`src/rtl/spi_stream_pkg.sv`:
```
package spi_stream_pkg;
  localparam int PRESC_W = 8;

  typedef struct packed {
    logic               int_route;
    logic               irq_en;
    logic               enable;
    logic               stream;
    logic               same_edge;
    logic               sck_inv;
    logic               cs_high;
    logic               lsb_first;
    logic [PRESC_W-1:0] presc;
  } cfg_t;

  localparam int CFG_W = $bits(cfg_t);
  localparam logic [CFG_W-1:0] CFG_RST = {{(CFG_W-PRESC_W){1'b0}}, PRESC_W'(2)};
endpackage

```
`src/rtl/spi_half_tick.sv`:
```
module spi_half_tick #(
  parameter int DIV_W = 8
) (
  input  logic             clk_i,
  input  logic             rst_ni,
  input  logic             run_i,
  input  logic             clear_i,
  input  logic [DIV_W-1:0] div_i,
  output logic             tick_o
);
  logic [DIV_W-1:0] cnt_q;
  logic [DIV_W-1:0] lim;

  assign lim    = (div_i == '0) ? DIV_W'(1) : div_i;
  assign tick_o = run_i && (cnt_q == lim - DIV_W'(1));

  always_ff @(posedge clk_i or negedge rst_ni) begin
    if (!rst_ni)                       cnt_q <= '0;
    else if (clear_i || !run_i || tick_o) cnt_q <= '0;
    else                               cnt_q <= cnt_q + DIV_W'(1);
  end

  // counter never passes the effective divisor
  a_r12_cnt_below_lim: assert property (@(posedge clk_i) disable iff (!rst_ni)
    run_i |-> cnt_q < lim);
endmodule

```
`src/rtl/spi_byte_shifter.sv`:
```
module spi_byte_shifter #(
  parameter int DATA_W = 8
) (
  input  logic              clk_i,
  input  logic              rst_ni,
  input  logic              start_i,
  input  logic [DATA_W-1:0] tx_i,
  input  logic              lsb_first_i,
  input  logic              same_edge_i,
  input  logic              tick_i,
  input  logic              miso_i,
  output logic              busy_o,
  output logic              done_o,
  output logic              sck_ph_o,
  output logic              mosi_o,
  output logic [DATA_W-1:0] rx_nxt_o
);
  localparam int HALF_N = 2 * DATA_W;
  localparam int HW     = $clog2(HALF_N);

  logic [HW-1:0]     h_q;
  logic              busy_q;
  logic [DATA_W-1:0] tx_q, rx_q;
  logic              last, lead_tick, trail_tick, sample;

  assign last       = (h_q == HW'(HALF_N - 1));
  assign lead_tick  = busy_q && tick_i && !h_q[0];
  assign trail_tick = busy_q && tick_i && h_q[0];
  assign sample     = same_edge_i ? trail_tick : lead_tick;
  assign rx_nxt_o   = !sample ? rx_q :
                      lsb_first_i ? {miso_i, rx_q[DATA_W-1:1]} : {rx_q[DATA_W-2:0], miso_i};
  assign done_o     = trail_tick && last;
  assign busy_o     = busy_q;
  assign sck_ph_o   = h_q[0];
  assign mosi_o     = lsb_first_i ? tx_q[0] : tx_q[DATA_W-1];

  always_ff @(posedge clk_i or negedge rst_ni) begin
    if (!rst_ni) begin
      h_q <= '0; busy_q <= 1'b0; tx_q <= '0; rx_q <= '0;
    end else if (start_i) begin
      h_q <= '0; busy_q <= 1'b1; tx_q <= tx_i; rx_q <= '0;
    end else if (busy_q && tick_i) begin
      h_q  <= last ? '0 : h_q + HW'(1);
      rx_q <= rx_nxt_o;
      if (trail_tick && !last)
        tx_q <= lsb_first_i ? (tx_q >> 1) : (tx_q << 1);
      if (last) busy_q <= 1'b0;
    end
  end

  // SCK phase rests at idle whenever no byte is in flight
  a_r4_idle_phase: assert property (@(posedge clk_i) disable iff (!rst_ni)
    !busy_q |-> h_q == '0);
  // a start always produces a busy byte
  a_r3_start_busy: assert property (@(posedge clk_i) disable iff (!rst_ni)
    start_i |=> busy_q);
endmodule

```
`src/rtl/spi_stream_master.sv`:
```
module spi_stream_master
  import spi_stream_pkg::*;
#(
  parameter int DATA_W = 8
) (
  input  logic              clk_i,
  input  logic              rst_ni,
  input  logic              cfg_we_i,
  input  logic [CFG_W-1:0]  cfg_wdata_i,
  output logic [CFG_W-1:0]  cfg_rdata_o,
  input  logic              data_we_i,
  input  logic [DATA_W-1:0] data_wdata_i,
  output logic [DATA_W-1:0] data_rdata_o,
  output logic              busy_o,
  output logic              irq_o,
  output logic              sck_ext_o,
  output logic              cs_ext_o,
  output logic              mosi_ext_o,
  input  logic              miso_ext_i,
  output logic              sck_int_o,
  output logic              cs_int_o,
  output logic              mosi_int_o,
  input  logic              miso_int_i
);
  cfg_t              cfg_q;
  logic              start, tick, busy, done, sck_ph, mosi, miso;
  logic [DATA_W-1:0] rx_nxt, rdata_q;
  logic              cs_act_q, irq_q;
  logic              sck_lvl, cs_lvl, sck_idle, cs_idle;

  always_ff @(posedge clk_i or negedge rst_ni) begin
    if (!rst_ni)       cfg_q <= cfg_t'(CFG_RST);
    else if (cfg_we_i) cfg_q <= cfg_t'(cfg_wdata_i);
  end

  assign start = data_we_i && cfg_q.enable && !busy;
  assign miso  = cfg_q.int_route ? miso_int_i : miso_ext_i;

  spi_half_tick #(.DIV_W(PRESC_W)) u_tick (
    .clk_i, .rst_ni,
    .run_i   (busy),
    .clear_i (start),
    .div_i   (cfg_q.presc),
    .tick_o  (tick)
  );

  spi_byte_shifter #(.DATA_W(DATA_W)) u_shift (
    .clk_i, .rst_ni,
    .start_i     (start),
    .tx_i        (data_wdata_i),
    .lsb_first_i (cfg_q.lsb_first),
    .same_edge_i (cfg_q.same_edge),
    .tick_i      (tick),
    .miso_i      (miso),
    .busy_o      (busy),
    .done_o      (done),
    .sck_ph_o    (sck_ph),
    .mosi_o      (mosi),
    .rx_nxt_o    (rx_nxt)
  );

  always_ff @(posedge clk_i or negedge rst_ni) begin
    if (!rst_ni) begin
      cs_act_q <= 1'b0; rdata_q <= '0; irq_q <= 1'b0;
    end else begin
      if (start)                            cs_act_q <= 1'b1;
      else if ((!busy || done) && !cfg_q.stream) cs_act_q <= 1'b0;
      if (done) rdata_q <= rx_nxt;
      irq_q <= done && cfg_q.irq_en;
    end
  end

  assign sck_idle = cfg_q.sck_inv;
  assign cs_idle  = ~cfg_q.cs_high;
  assign sck_lvl  = cfg_q.sck_inv ^ sck_ph;
  assign cs_lvl   = cs_act_q ? cfg_q.cs_high : cs_idle;

  // routed pin set carries the link, the other rests idle
  assign sck_ext_o  = cfg_q.int_route ? sck_idle : sck_lvl;
  assign cs_ext_o   = cfg_q.int_route ? cs_idle  : cs_lvl;
  assign mosi_ext_o = cfg_q.int_route ? 1'b0     : mosi;
  assign sck_int_o  = cfg_q.int_route ? sck_lvl  : sck_idle;
  assign cs_int_o   = cfg_q.int_route ? cs_lvl   : cs_idle;
  assign mosi_int_o = cfg_q.int_route ? mosi     : 1'b0;

  assign cfg_rdata_o  = cfg_q;
  assign data_rdata_o = rdata_q;
  assign busy_o       = busy;
  assign irq_o        = irq_q;

  // chip select covers every byte in flight
  a_r8_cs_covers_busy: assert property (@(posedge clk_i) disable iff (!rst_ni)
    busy |-> cs_act_q);
  // interrupt is a single-cycle pulse
  a_r7_irq_single: assert property (@(posedge clk_i) disable iff (!rst_ni)
    irq_q |=> !irq_q);
  // interrupt coincides with the fall of busy
  a_r7_irq_at_end: assert property (@(posedge clk_i) disable iff (!rst_ni)
    irq_q |-> !busy && $past(busy));
  // a disabled idle master stays idle
  a_r9_disabled_idle: assert property (@(posedge clk_i) disable iff (!rst_ni)
    (!cfg_q.enable && !busy && !cfg_we_i) |=> !busy);
endmodule

```
`config.mk`:
```
export PLATFORM = sky130hd
export DESIGN_NAME = spi_stream_master
export DESIGN_NICKNAME = d
export VERILOG_FILES = /design/src/rtl/spi_stream_pkg.sv /design/src/rtl/spi_half_tick.sv /design/src/rtl/spi_byte_shifter.sv /design/src/rtl/spi_stream_master.sv
export SDC_FILE = /design/constraint.sdc
export NUM_CORES = 1
export LEC_CHECK = 0
export BUFFER_PORTS_ARGS = -buffer_cell sky130_fd_sc_hd__buf_4
export CORE_UTILIZATION = 46
export DETAILED_ROUTE_END_ITERATION = 6
export GPL_TIMING_DRIVEN = 0
export MAX_ROUTING_LAYER = met4
export PLACE_DENSITY = 0.7
export SLEW_MARGIN = 20
export SYNTH_ARGS = -nofsm -noshare
export SYNTH_HDL_FRONTEND = slang
export SYNTH_SLANG_ARGS = --single-unit
```
`constraint.sdc`:
```
create_clock -name clk_i -period 10.7 [get_ports clk_i]
set_input_delay 3.21 -clock clk_i [delete_from_list [all_inputs] [get_ports clk_i]]
set_output_delay 3.21 -clock clk_i [all_outputs]
set_load 0.005 [all_outputs]
```
---- Word level (Yosys, flattened, before mapping) ----
Index checks and enable logic that the tools add are counted.
operators by class
  reductions and logical operators ........ 24
  muxes and demuxes ....................... 28
  add/sub/neg operators ................... 3
  bitwise gates (word level) .............. 2
  eq/ne operators ......................... 2
operator list
  operator                                                             number
  8-bit 2-to-1 mux                                                     10
  1-bit 2-to-1 mux                                                     15
  4-bit 2-to-1 mux                                                     3
  1-bit logical AND                                                    10
  8-bit by 1-bit adder with 8-bit output (second input constant)       1
  8-bit == test                                                        1
  8-bit logical NOT                                                    1
  2-bit nonzero test                                                   4
  8-bit by 1-bit subtractor with 8-bit output (second input constant)  1
  4-bit by 1-bit adder with 4-bit output (second input constant)       1
  4-bit == test (second input constant)                                1
  1-bit logical NOT                                                    4
  2-bit AND reduction                                                  2
  1-bit logical OR                                                     3
  1-bit inverter                                                       1
  1-bit bitwise XOR                                                    1
word-level totals
  register bits ........................... 55
  output and inout bits ................... 32

---- Depth between registers and ports, before layout ----
  depth in word-level cells ............... 12
  mapped depth ............................ 10

---- Cells and area by module ----
A second synthesis with hierarchy kept.
unflattened totals
  cells, all modules ...................... 283
  area total of the unflattened synthesis .. 3,032.9 um^2
modules (own cells, without submodules)
  module             area an instance (um^2)  times used  cells each  sequential area each (um^2)
  spi_byte_shifter   1,226.2                  1           131         525.5
  spi_stream_master  1,112.3                  1           71          651.9
  spi_half_tick      694.4                    1           81          200.2

---- Worst setup path after synthesis ----
OpenSTA, ideal clock, no wires.
  kind .................................... register to output
  start point ............................. reg cfg_q, in the netlist cfg_rdata_o[8]
  end point ............................... out mosi_int_o
  required time ........................... 7.490 ns
  cell stages (with the launch flop) ...... 5
  slack ................................... 6.118 ns
  arrival ................................. 1.372 ns
  cell sequence ........................... dfrtp_1 -> clkbuf_1 -> clkbuf_1 -> mux2i_1 -> nor2b_1
between the ends
  cells in the longest elaborated chain, start to end .. 2
RTL lines
  element                 RTL line                 RTL
  start, declared         spi_stream_master.sv:25  cfg_t cfg_q;
  start signal, assigned  spi_stream_master.sv:32  if (!rst_ni) cfg_q <= cfg_t'(CFG_RST);
  start signal, assigned  spi_stream_master.sv:33  else if (cfg_we_i) cfg_q <= cfg_t'(cfg_wdata_i);
  1-bit 2-to-1 mux        spi_byte_shifter.sv:35   assign mosi_o = lsb_first_i ? tx_q[0] : tx_q[DATA_W-1];
  1-bit 2-to-1 mux        spi_stream_master.sv:84  assign mosi_int_o = cfg_q.int_route ? mosi : 1'b0;
  end, declared           spi_stream_master.sv:22  output logic mosi_int_o,
No other way between the ends.

---- Worst setup path in the final report ----
Same ends and word-level chain as after synthesis.

==> metrics.md <==
| Metric | Value |
|---|---|
| Result of the run | `finished clean` |
| P_leak | `1.77 nW` |
| Clk sink count | `55` |
| Post-synth EDFFs | `0` |
| DRC violation count after routing | `0` |
| Power per cell area | `209 nW/um^2` |
| Clock tree from TritonCTS | `yes` |
| Type of element capturing the critical path | `primary output` |
| Final worst clock skew | `0.00872 ns` |
| WL/cell | `14.9 um` |
| Global-route wire length before repair | `11500 um` |
| Crit path time final | `5.29 ns` |
| Worst-case setup slack after placement | `5.75 ns` |
| Total of fill cells in the finished design | `544` |
| Placed Cells | `431` |
| Highest achievable clock rate | `189 MHz` |
| Combinational Power Share | `40.3%` |
| Total CTS buffers | `5` |
| Clock-pin transition on the worst setup and hold timing paths | `0.09 ns` |
| Routed via count divided by cell count | `5.53` |
| Smallest hold slack | `0.517 ns` |
| Remaining number of nets flagged by the antenna check after routing | `0` |
| Share of synthesized area occupied by flip-flops and latches | `45.6%` |
| Worst slew margin | `39.5%` |
| Initial antenna violation count | `0` |
| Util after Layout | `57.9%` |
| Number of nets in the final layout | `394` |
| Number of setup buffers added after CTS | `0` |
| Placement Rows | `29` |
| Warning count from the yosys run | `0` |
| Biggest area contributors in the synthesized netlist | `dfrtp_1 45%, mux2i_1 8.3%, nand2_1 5.3%` |
| Design internal power | `475 uW` |
| Root cell of the clock tree | `clkbuf_8` |
| Ant. Diodes | `0` |
| Type of the setup path with the least slack | `register to primary output` |
| Share of flip-flops with an asynchronous set or reset | `100%` |
| Final worst path period share | `49.4%` |
| Cts hold-fix bufs | `0` |
| Maximum vdd drop | `94.2 uV` |
| Post-detail-place hpwl | `4690 um` |
| Core Box Area | `6350 um^2` |
| Clk buf depth | `2` |
| Portion of synthesized cell area occupied by the leading cell type | `44.7%` |
| Initial standard-cell utilization of the core | `47.6%` |
| Pin slew with the least headroom to its limit | `0.899 ns` |
| Fraction of final layout cells with drive strength greater than 1 | `27.1%` |
| RSZ-0062 raised after global routing | `false` |
| Number of gates given a new drive strength after cts | `0` |
| Worst-skew pair later-pin latency | `0.31 ns` |
| Gate count after technology mapping | `294` |
| Post-synth cell types | `44` |
| Vias after detailed routing | `2428` |
| Top-count cell post-synth | `dfrtp_1` |
| Number of global-route vias before repair | `2469` |
| Final count of pins violating max slew | `0` |
| Fraction of power spent switching nets | `38.1%` |
| Final-report hold violation count | `0` |
| Setup Viol. Count Final | `0` |
| Global placer's final weighted congestion | `0.810` |
| 1st-iter DRT viols | `147` |
| Drt total wl | `6520 um` |
| Clock network fraction of total power | `15.7%` |
| Floorplan die width | `83.1 um` |
| Die outline area | `6900 um^2` |
| Number of levels in the clock H-tree | `2` |
| Most numerous cell types in the synthesized netlist | `54 x dfrtp_1, 43 x nand2_1, 25 x mux2i_1` |
| Sum of negative setup slack | `0 ns` |
| Top flip-flop cell by instance count after synthesis | `dfrtp_1` |
| Area of the mapped netlist | `3020 um^2` |
| Nets in the synthesized netlist | `327` |
| Largest net degree at the start of global routing | `56` |
| Layout overhead on the synthesized area | `21.6%` |
| Number of placed I/O pins | `62` |
| Global-route congestion overflow total | `0` |
| Startpoint type of the worst setup path | `register` |
| Maximum fanout encountered on the critical timing path | `10` |
| Overall Global Routing Usage | `20.8%` |
| Syn avg cell area | `10.3 um^2` |
| Flip-flop and latch count after synthesis | `55` |
| Worst Setup Slack, final | `5.41 ns` |
| Max-cap check violation count | `0` |
| PortBufs | `60` |
| Biggest area consumer among synthesized cells | `dfrtp_1` |
| Length of the first detailed-routing pass in iterations | `4` |
| Chip Height | `83.1 um` |
| Number of standard cells in the final layout excluding fillers | `439` |
| Net switching power figure | `292 uW` |
| Arrival time worst endpoint | `2.08 ns` |
| Path class of the lowest-slack min-delay path | `register to register` |
| Sequential group share of total power | `44.0%` |
| Required arrival time at the worst endpoint | `7.49 ns` |
[cells in the final DEF (no fill, tap or decap), types with 6 or more instances in the layout]
cell / synthesis / layout
xnor2_1: 12 / 12
nand2_1: 43 / 43
nand3_1: 13 / 13
clkbuf_8: 0 / 6
o21ai_0: 19 / 19
a21oi_1: 13 / 13
xor2_1: 9 / 9
mux2_4: 8 / 8
mux2i_1: 25 / 25
nor2_1: 11 / 11
mux2_2: 14 / 14
buf_4: 3 / 63
o41ai_1: 7 / 7
clkbuf_1: 14 / 15
dfrtp_1: 54 / 54
[per-layer routing]
metal	GRT usage, %	share of wire (%)
met1	28.3	49
met2	31.3	44
met3	3.78	4.9
met4	7.21	1.7
met5	-	0
[kinds of logic (layout without fill, tap and decap cells)]
kind of cell	after synthesis	after routing	share of synthesized area, %
AO/OA/AOI/OAI	52	52	11.1
buffers and inverters	23	91	3.52
flip-flops	55	55	45.6
XOR/XNOR	21	21	6.08
AND/OR/NAND/NOR	93	93	15.1
adder cells (fa/ha/maj)	3	3	1.24
multiplexers	47	47	17.5
[stage by stage]
step                power, mW  area [um^2]
global placement        0.638         3570
CTS                     0.769         3660
finish                  0.767         3680
detailed placement      0.647         3570
floorplan               0.540         3020
global route            0.828         3680
[worst paths after layout]
path | from | end | slack, ns | cells past startpoint
setup / recovery | cfg_rdata_o[8] | mosi_int_o | 5.41 | 5
setup reg to reg | cfg_rdata_o[2] | data_rdata_o[7] | 6.68 | 10
min in group asynchronous | rst_ni | cfg_rdata_o[3] | 2.93 | 1
hold / removal | u_shift.tx_q[7] | u_shift.tx_q[7] | 0.52 | 1
max in group asynchronous | rst_ni | cfg_rdata_o[8] | 7.29 | 1
hold reg to reg | u_shift.tx_q[7] | u_shift.tx_q[7] | 0.52 | 1
[worst max-delay path, stage by stage, from the launching register on]
cell and delay (ns):
dfrtp_1 0.36, clkbuf_1 0.28, clkbuf_1 0.59, mux2i_1 0.34, nor2b_1 0.08, buf_4 0.14
[final cells by class]
type                       instances  area (um^2)  area share [%]
sequential                        55         1380            37.5
timing repair buffer              60          450            12.2
inverter                           4         15.0           0.408
tap                               77         96.3            2.62
clock inverter                     1         8.76           0.238
clock buffer                       7         86.3            2.35
multi-input combinational        216         1550            42.2
buffer                            19         91.3            2.48
[registers in the layout, indices dropped and copies added, names as in the netlist, 4 cells and up]
name	flops
cfg_rdata_o	15
data_rdata_o	8
u_shift.rx_q	8
u_shift.tx_q	8
u_tick.cnt_q	8
u_shift.h_q	4
[power by group through the flow]
stage,logic (mW),clock network [mW],registers [mW]
finish,0.310,0.121,0.337
global route,0.347,0.133,0.347
CTS,0.307,0.125,0.337
detailed placement,0.307,0,0.340
global placement,0.299,0,0.339
floorplan,0.214,0,0.325
(Power assumes the default switching activity.)
